--- src/rtl/cmsg_pkg.sv ---
package cmsg_pkg;
    typedef enum logic {
        CLS_REQ = 1'b0,
        CLS_RSP = 1'b1
    } msg_class_e;

    function automatic int wrap_inc(input int idx, input int n);
        return (idx + 1 >= n) ? 0 : idx + 1;
    endfunction
endpackage

--- src/rtl/cmsg_fifo.sv ---
module cmsg_fifo #(
    parameter int W     = 16,
    parameter int DEPTH = 4
) (
    input  logic                 clk,
    input  logic                 rst_n,
    input  logic                 push_i,
    input  logic [W-1:0]         push_data_i,
    input  logic                 pop_i,
    output logic                 full_o,
    output logic                 empty_o,
    output logic [W-1:0]         head_o,
    output logic [DEPTH*W-1:0]   slot_data_o,
    output logic [DEPTH-1:0]     slot_valid_o
);
    localparam int PW = $clog2(DEPTH);
    localparam int CW = PW + 1;

    typedef struct packed {
        logic [DEPTH-1:0][W-1:0] mem;
        logic [PW-1:0]           rd;
        logic [PW-1:0]           wr;
        logic [CW-1:0]           cnt;
    } fifo_state_t;

    fifo_state_t st_d, st_q;
    logic do_push, do_pop;

    assign full_o  = (st_q.cnt == CW'(DEPTH));
    assign empty_o = (st_q.cnt == '0);
    assign head_o  = st_q.mem[st_q.rd];

    always_comb begin
        st_d    = st_q;
        do_push = push_i && !full_o;
        do_pop  = pop_i && !empty_o;
        if (do_push) begin
            st_d.mem[st_q.wr] = push_data_i;
            st_d.wr           = st_q.wr + 1'b1;
        end
        if (do_pop) begin
            st_d.rd = st_q.rd + 1'b1;
        end
        case ({do_push, do_pop})
            2'b10:   st_d.cnt = st_q.cnt + 1'b1;
            2'b01:   st_d.cnt = st_q.cnt - 1'b1;
            default: st_d.cnt = st_q.cnt;
        endcase
    end

    always_ff @(posedge clk) begin
        if (!rst_n) begin
            st_q <= '0;
        end else begin
            st_q <= st_d;
        end
    end

    for (genvar i = 0; i < DEPTH; i++) begin : g_slot
        logic [PW-1:0] offset;
        assign offset          = PW'(i) - st_q.rd;
        assign slot_valid_o[i] = (CW'(offset) < st_q.cnt);
        assign slot_data_o[i*W +: W] = st_q.mem[i];
    end

    assert_count_bound_R1: assert property (@(posedge clk) disable iff (!rst_n)
        st_q.cnt <= CW'(DEPTH));

    assert_pop_only_nonempty_R2: assert property (@(posedge clk) disable iff (!rst_n)
        pop_i |-> !empty_o);
endmodule

--- src/rtl/cmsg_rr_arb.sv ---
module cmsg_rr_arb #(
    parameter int N = 4
) (
    input  logic         clk,
    input  logic         rst_n,
    input  logic [N-1:0] cand_i,
    input  logic         take_i,
    output logic [N-1:0] grant_o,
    output logic         any_o
);
    import cmsg_pkg::*;
    localparam int IW = (N > 1) ? $clog2(N) : 1;

    typedef struct packed {
        logic [IW-1:0] ptr;
    } arb_state_t;

    arb_state_t st_d, st_q;
    int win_idx;

    always_comb begin
        grant_o = '0;
        win_idx = 0;
        any_o   = 1'b0;
        for (int k = 0; k < N; k++) begin
            int idx;
            idx = int'(st_q.ptr) + k;
            if (idx >= N) idx = idx - N;
            if (!any_o && cand_i[idx]) begin
                any_o        = 1'b1;
                win_idx      = idx;
                grant_o[idx] = 1'b1;
            end
        end
        st_d = st_q;
        if (take_i && any_o) begin
            st_d.ptr = IW'(wrap_inc(win_idx, N));
        end
    end

    always_ff @(posedge clk) begin
        if (!rst_n) begin
            st_q <= '0;
        end else begin
            st_q <= st_d;
        end
    end

    assert_grant_onehot_R7: assert property (@(posedge clk) disable iff (!rst_n)
        $onehot0(grant_o));

    assert_grant_in_cand_R7: assert property (@(posedge clk) disable iff (!rst_n)
        (grant_o & ~cand_i) == '0);

    assert_ptr_hold_R8: assert property (@(posedge clk) disable iff (!rst_n)
        !take_i |=> $stable(st_q.ptr));

    assert_take_needs_cand_R7: assert property (@(posedge clk) disable iff (!rst_n)
        take_i |-> (cand_i != '0));
endmodule

--- src/rtl/cmsg_merge.sv ---
module cmsg_merge #(
    parameter int N_SRC  = 4,
    parameter int ADDR_W = 8,
    parameter int DATA_W = 8,
    parameter int DEPTH  = 4
) (
    input  logic                      clk,
    input  logic                      rst_n,
    input  logic [N_SRC-1:0]          req_valid_i,
    output logic [N_SRC-1:0]          req_ready_o,
    input  logic [N_SRC*ADDR_W-1:0]   req_addr_i,
    input  logic [N_SRC*DATA_W-1:0]   req_data_i,
    input  logic [N_SRC-1:0]          rsp_valid_i,
    output logic [N_SRC-1:0]          rsp_ready_o,
    input  logic [N_SRC*ADDR_W-1:0]   rsp_addr_i,
    input  logic [N_SRC*DATA_W-1:0]   rsp_data_i,
    input  logic                      up_req_ready_i,
    input  logic                      up_rsp_ready_i,
    output logic                      out_valid_o,
    output logic                      out_is_rsp_o,
    output logic [$clog2(N_SRC)-1:0]  out_src_o,
    output logic [ADDR_W-1:0]         out_addr_o,
    output logic [DATA_W-1:0]         out_data_o
);
    import cmsg_pkg::*;
    localparam int MW = ADDR_W + DATA_W;
    localparam int SW = $clog2(N_SRC);

    logic [N_SRC-1:0]        req_full, req_empty, rsp_full, rsp_empty;
    logic [N_SRC-1:0]        req_pop, rsp_pop, hazard;
    logic [N_SRC-1:0][MW-1:0] req_head, rsp_head;
    logic [N_SRC-1:0]        req_cand, rsp_cand, req_grant, rsp_grant;
    logic                    req_any, rsp_any, req_take, rsp_take;

    for (genvar s = 0; s < N_SRC; s++) begin : g_src
        logic [DEPTH*MW-1:0] rsp_slots;
        logic [DEPTH-1:0]    rsp_slot_vld;
        logic [DEPTH*MW-1:0] req_slots_unused;
        logic [DEPTH-1:0]    req_vld_unused;
        logic [DEPTH-1:0]    match;

        cmsg_fifo #(.W(MW), .DEPTH(DEPTH)) u_reqq (
            .clk         (clk),
            .rst_n       (rst_n),
            .push_i      (req_valid_i[s]),
            .push_data_i ({req_addr_i[s*ADDR_W +: ADDR_W], req_data_i[s*DATA_W +: DATA_W]}),
            .pop_i       (req_pop[s]),
            .full_o      (req_full[s]),
            .empty_o     (req_empty[s]),
            .head_o      (req_head[s]),
            .slot_data_o (req_slots_unused),
            .slot_valid_o(req_vld_unused)
        );

        cmsg_fifo #(.W(MW), .DEPTH(DEPTH)) u_rspq (
            .clk         (clk),
            .rst_n       (rst_n),
            .push_i      (rsp_valid_i[s]),
            .push_data_i ({rsp_addr_i[s*ADDR_W +: ADDR_W], rsp_data_i[s*DATA_W +: DATA_W]}),
            .pop_i       (rsp_pop[s]),
            .full_o      (rsp_full[s]),
            .empty_o     (rsp_empty[s]),
            .head_o      (rsp_head[s]),
            .slot_data_o (rsp_slots),
            .slot_valid_o(rsp_slot_vld)
        );

        for (genvar i = 0; i < DEPTH; i++) begin : g_cmp
            assign match[i] = rsp_slot_vld[i] &&
                (rsp_slots[i*MW + DATA_W +: ADDR_W] == req_head[s][MW-1:DATA_W]);
        end

        assign hazard[s]      = |match;
        assign req_ready_o[s] = !req_full[s];
        assign rsp_ready_o[s] = !rsp_full[s];
        assign rsp_cand[s]    = !rsp_empty[s] && up_rsp_ready_i;
        assign req_cand[s]    = !req_empty[s] && !hazard[s] && up_req_ready_i;
    end

    assign rsp_take = rsp_any;
    assign req_take = !rsp_any && req_any;
    assign rsp_pop  = rsp_grant & {N_SRC{rsp_take}};
    assign req_pop  = req_grant & {N_SRC{req_take}};

    cmsg_rr_arb #(.N(N_SRC)) u_rsp_arb (
        .clk    (clk),
        .rst_n  (rst_n),
        .cand_i (rsp_cand),
        .take_i (rsp_take),
        .grant_o(rsp_grant),
        .any_o  (rsp_any)
    );

    cmsg_rr_arb #(.N(N_SRC)) u_req_arb (
        .clk    (clk),
        .rst_n  (rst_n),
        .cand_i (req_cand),
        .take_i (req_take),
        .grant_o(req_grant),
        .any_o  (req_any)
    );

    always_comb begin
        logic [MW-1:0]    msg;
        logic [N_SRC-1:0] sel;
        msg          = '0;
        out_src_o    = '0;
        sel          = rsp_any ? rsp_grant : req_grant;
        out_valid_o  = rsp_any || req_any;
        out_is_rsp_o = rsp_any ? CLS_RSP : CLS_REQ;
        for (int s = 0; s < N_SRC; s++) begin
            if (sel[s]) begin
                msg       = rsp_any ? rsp_head[s] : req_head[s];
                out_src_o = SW'(s);
            end
        end
        out_addr_o = msg[MW-1:DATA_W];
        out_data_o = msg[DATA_W-1:0];
    end

    assert_rsp_first_R3: assert property (@(posedge clk) disable iff (!rst_n)
        (out_valid_o && !out_is_rsp_o) |-> !(up_rsp_ready_i && !(&rsp_empty)));

    assert_class_gate_R4: assert property (@(posedge clk) disable iff (!rst_n)
        out_valid_o |-> (out_is_rsp_o ? up_rsp_ready_i : up_req_ready_i));

    assert_pop_single_R10: assert property (@(posedge clk) disable iff (!rst_n)
        $countones({req_pop, rsp_pop}) == (out_valid_o ? 1 : 0));
endmodule

--- config.mk ---
export PLATFORM = sky130hd
export DESIGN_NAME = cmsg_merge
export DESIGN_NICKNAME = d
export VERILOG_FILES = /design/src/rtl/cmsg_pkg.sv /design/src/rtl/cmsg_fifo.sv /design/src/rtl/cmsg_rr_arb.sv /design/src/rtl/cmsg_merge.sv
export SDC_FILE = /design/constraint.sdc
export NUM_CORES = 2
export LEC_CHECK = 0
export ABC_AREA = 1
export BUFFER_PORTS_ARGS = -buffer_cell sky130_fd_sc_hd__clkbuf_2
export CAP_MARGIN = 20
export CORE_MARGIN = 3
export CORE_UTILIZATION = 45
export CTS_CLUSTER_DIAMETER = 200
export DETAILED_ROUTE_END_ITERATION = 10
export PLACE_DENSITY = 0.62
export SKIP_CTS_REPAIR_TIMING = 1
export SYNTH_ARGS = -nofsm -noshare
export SYNTH_HDL_FRONTEND = slang
export SYNTH_SLANG_ARGS = --single-unit
--- constraint.sdc ---
create_clock -name clk -period 5.6 [get_ports clk]
set_input_delay 0.84 -clock clk [delete_from_list [all_inputs] [get_ports clk]]
set_output_delay 0.84 -clock clk [all_outputs]
set_load 0.05 [all_outputs]
==> run_summary.xml <==
<?xml version="1.0" encoding="UTF-8"?>
<metrics>
  <group name="outcome">
    <metric name="outcome" unit="">finished clean</metric>
  </group>
  <group name="pwr">
    <metric name="pnr_total_power" unit="mW">18.8</metric>
    <metric name="power_per_cell_area" unit="nW/µm²">563</metric>
    <metric name="p_leak" unit="nW">12.7</metric>
    <metric name="power.ir.vdd_worst" unit="V">0.000718</metric>
  </group>
  <group name="hold_path">
    <metric name="hold_path.class" unit="">reg2reg</metric>
  </group>
  <group name="clock_network">
    <metric name="clock_latency_reported_for_the_late_side_of_the_worst_skew_pair" unit="ns">0.61</metric>
    <metric name="ctsLongestPathBuffers" unit="">3</metric>
    <metric name="cts-htree-levels" unit="">3</metric>
    <metric name="cts_made_buffers" unit="">67</metric>
    <metric name="clock_pin_slew_on_the_worst_setup_and_hold_paths" unit="ns">0.06</metric>
    <metric name="cts-root-buf" unit="">sky130_fd_sc_hd__clkbuf_16</metric>
    <metric name="cts.sinks" unit="">572</metric>
    <metric name="cts_tree" unit="">yes</metric>
  </group>
  <group name="drt">
    <metric name="drt_first_iter_violations" unit="">2465</metric>
    <metric name="drt_drc_violations_left" unit="">0</metric>
    <metric name="first_pass_iters" unit="">5</metric>
    <metric name="detail_route.vias_per_cell" unit="">5.57</metric>
    <metric name="num_vias" unit="">28700</metric>
    <metric name="number_of_nets_with_antenna_violations_after_detailed_routing" unit="">0</metric>
    <metric name="drt_wl_total" unit="mm">96.0</metric>
    <metric name="detail_route.wl_per_cell" unit="µm">18.6</metric>
  </group>
  <group name="worst_setup_path">
    <metric name="classification_of_the_worst_setup_path" unit="">reg2out</metric>
    <metric name="cp.required" unit="ns">4.76</metric>
    <metric name="critPathCaptureType" unit="">output pin</metric>
    <metric name="setup.reg_to_reg.worst_slack" unit="ns">1.07</metric>
    <metric name="timing.critical_path.from_type" unit="">register</metric>
    <metric name="cp.arrival" unit="ns">4.43</metric>
    <metric name="critical_path.max_fanout" unit="">34</metric>
  </group>
  <group name="run">
    <metric name="max_cap_violations" unit="">0</metric>
  </group>
  <group name="floorplan">
    <metric name="fp.dieH" unit="µm">263</metric>
    <metric name="core" unit="µm²">64800</metric>
    <metric name="std_cell_rows" unit="">93</metric>
    <metric name="die-area" unit="µm²">69100</metric>
    <metric name="die-width" unit="µm">263</metric>
    <metric name="pin_count" unit="">168</metric>
    <metric name="initial_core_utilization" unit="%">45.8</metric>
  </group>
  <group name="sta">
    <metric name="slew_headroom" unit="%">27.8</metric>
    <metric name="tightestPinTransition" unit="ns">1.08</metric>
    <metric name="timing.final.crit_period" unit="ns">5.27</metric>
    <metric name="report.final.setup_viol" unit="">0</metric>
    <metric name="grt_setup_unrepaired" unit="">false</metric>
    <metric name="finalClockSkew" unit="ns">0.0225</metric>
    <metric name="post-route-period-util" unit="%">94.1</metric>
    <metric name="timing.hold.ws" unit="ns">0.446</metric>
    <metric name="report.final.hold_viol_count" unit="">0</metric>
    <metric name="report.final.slew_viol_count" unit="">0</metric>
    <metric name="fmax" unit="MHz">190</metric>
  </group>
  <group name="logic_synthesis">
    <metric name="synth.yosys.seq_area_share" unit="%">38.6</metric>
    <metric name="synthesis.instances" unit="">4229</metric>
    <metric name="yosys_register_bits" unit="">572</metric>
    <metric name="synth_compound_area_share" unit="%">23.3</metric>
    <metric name="ys_warn_count" unit="">0</metric>
    <metric name="async_reset_ff_share" unit="%">0</metric>
    <metric name="yosys.cell_types.count" unit="">47</metric>
    <metric name="synth_adder_area_share" unit="%">4.16</metric>
    <metric name="synth_area" unit="µm²">29700</metric>
    <metric name="synth.area.mux_share" unit="%">0</metric>
    <metric name="synth_top_family_by_area" unit="">simple AND/OR/NAND/NOR gates</metric>
    <metric name="synth_flop_cell" unit="">sky130_fd_sc_hd__dfxtp_1</metric>
    <metric name="post_synthesis_net_count" unit="">4463</metric>
    <metric name="number_of_flops_mapped_to_enable_cells_by_yosys" unit="">0</metric>
    <metric name="synth_simple_gate_area_share" unit="%">23.6</metric>
    <metric name="post_synth_xor_area_fraction" unit="%">0.974</metric>
    <metric name="synthesis.area_per_instance" unit="µm²">7.02</metric>
  </group>
  <group name="placed_design">
    <metric name="buffer_ports.inserted" unit="">167</metric>
    <metric name="dp.final_hpwl" unit="mm">64.7</metric>
    <metric name="gp_routability_congestion" unit="">0.949</metric>
    <metric name="postPlaceCellArea" unit="µm²">30900</metric>
  </group>
  <group name="grt">
    <metric name="gr-usage-all-layers" unit="%">26.7</metric>
    <metric name="sum_of_overflow_across_all_layers_after_global_routing" unit="">0</metric>
    <metric name="first_global_vias" unit="">25900</metric>
    <metric name="wire_length_of_the_first_global_routing_pass" unit="mm">149</metric>
    <metric name="maximum_number_of_pins_on_one_net_before_global_route_repair" unit="">158</metric>
    <metric name="antenna_found_initial" unit="">5</metric>
  </group>
  <group name="cells_and_area">
    <metric name="syn_to_final_growth" unit="%">12.5</metric>
    <metric name="layout-drive-gt1-share" unit="%">10.6</metric>
    <metric name="layout.nets" unit="">4478</metric>
    <metric name="finalInstanceArea" unit="µm²">33400</metric>
  </group>
</metrics>
==> flip-flops by register name, summed over array words and instances (netlist names) <==
| name | cells |
|---|---|
| g_src.u_rspq.st_q | 28 |
| g_src.u_rspq.slot_data_o | 256 |
| g_src.u_reqq.st_q | 28 |
| u_req_arb.st_q | 2 |
| g_src.u_reqq.slot_data_o | 256 |
| u_rsp_arb.st_q | 2 |
==> final cells by class <==
type	instances	area (µm²)
tap	855	1070
multi-input combinational	2973	15400
inverter	418	1600
fill	6510	31400
timing repair buffer	212	1570
clock buffer	97	1950
clock inverter	21	300
sequential	572	11500
antenna	3	7.51
==> final timing paths <==
| path | cells after the start | to | startpoint |
|---|---|---|---|
| max | 24 | out_addr_o[5] | g_src[3].u_rspq.st_q[6] |
| min | 2 | g_src[0].u_reqq.slot_data_o[35] | g_src[0].u_reqq.slot_data_o[35] |
| max reg2reg | 31 | u_req_arb.st_q[0] | g_src[3].u_rspq.st_q[6] |
| min reg2reg | 2 | g_src[0].u_reqq.slot_data_o[35] | g_src[0].u_reqq.slot_data_o[35] |
==> layer usage <==
layer	up-vias	routed length (µm)	global-route usage (%)
met3	160	6590	4.50
met2	939	42800	41.1
met4	4	3470	9.85
li1	14300	-	-
met5	-	25	0
met1	13300	43100	37.6
==> Yosys cell counts (23+ instances only) <==
cell / number / area, µm²
sky130_fd_sc_hd__nand3_1: 464 / 2320
sky130_fd_sc_hd__ha_1: 86 / 1080
sky130_fd_sc_hd__nand3_2: 46 / 460
sky130_fd_sc_hd__inv_1: 395 / 1480
sky130_fd_sc_hd__nand2_1: 770 / 2890
sky130_fd_sc_hd__nand2_2: 41 / 257
sky130_fd_sc_hd__o21ai_0: 447 / 2240
sky130_fd_sc_hd__dfxtp_1: 572 / 11500
sky130_fd_sc_hd__buf_1: 23 / 86.3
sky130_fd_sc_hd__o22ai_1: 91 / 569
sky130_fd_sc_hd__a21oi_1: 660 / 3300
sky130_fd_sc_hd__a31oi_1: 23 / 144
sky130_fd_sc_hd__xor2_1: 32 / 280
sky130_fd_sc_hd__nor2_1: 156 / 586
sky130_fd_sc_hd__clkbuf_1: 204 / 766
==> power breakdown <==
part | leakage, nW | switching, mW | total (mW) | internal, mW
Sequential | 4.66 | 0.265 | 4.73 | 4.46
Combinational | 6.93 | 6.59 | 9.57 | 2.98
Clock | 1.10 | 1.79 | 4.50 | 2.71
Total | 12.7 | 8.64 | 18.8 | 10.2
==> placed cells by master, fill, tap and decap left out, drive strengths merged <==
master,count
nand2,815
nor2,176
a21oi,661
nand4,12
fa,8
a22oi,16
clkbuf,248
diode,3
o22ai,91
nand3,514
nor4,1
o221ai,16
or2,2
bufinv,6
clkinvlp,3
o31ai,9
nor3,15
a221oi,14
xor2,32
inv,416
and2,1
buf,61
xnor2,1
ha,86
dfxtp,572
o21ai,457
o211ai,8
nor2b,1
nand3b,5
clkinv,14
o2111ai,9
a31oi,23
==> kinds of logic after synthesis <==
group	count (synthesis)
simple gates	1542
compound gates	1304
buf+inv	684
flops	572
fa+ha+maj	94
xor+xnor	33
==> per-stage QoR <==
step / utilization, % / cells / setup WS [ns] / setup TNS [ns]
after floorplan: - / 4229 / 1.20 / 0
after global placement: 47.7 / 5016 / 0.646 / 0
after detailed placement: 47.7 / 5016 / 0.616 / 0
after CTS: 51.1 / 5134 / -0.0489 / -0.0955
after global routing: 51.5 / 5149 / 0.0129 / 0
final: 51.5 / 5151 / 0.332 / 0
==> critical path, cell delays in order, from the launching register on <==
cell and delay [ns]:
sky130_fd_sc_hd__dfxtp_1 0.35, sky130_fd_sc_hd__nand2_1 0.08, sky130_fd_sc_hd__buf_4 0.25, sky130_fd_sc_hd__inv_1 0.06, sky130_fd_sc_hd__nor2_1 0.13, sky130_fd_sc_hd__inv_1 0.07, sky130_fd_sc_hd__ha_1 0.27, sky130_fd_sc_hd__a21oi_1 0.16
sky130_fd_sc_hd__o22ai_1 0.08, sky130_fd_sc_hd__nand3b_1 0.16, sky130_fd_sc_hd__nor2_1 0.15, sky130_fd_sc_hd__nor2_2 0.11, sky130_fd_sc_hd__nand2_2 0.07, sky130_fd_sc_hd__nand2_1 0.07, sky130_fd_sc_hd__nand3_2 0.14, sky130_fd_sc_hd__nand2_4 0.12
sky130_fd_sc_hd__nor2_8 0.17, sky130_fd_sc_hd__nand4_1 0.12, sky130_fd_sc_hd__nand3_1 0.12, sky130_fd_sc_hd__nand2_2 0.09, sky130_fd_sc_hd__buf_6 0.21, sky130_fd_sc_hd__a21oi_1 0.34, sky130_fd_sc_hd__nor2_1 0.09, sky130_fd_sc_hd__nand2_1 0.19
sky130_fd_sc_hd__buf_12 0.17
(Power assumes the default switching activity.)
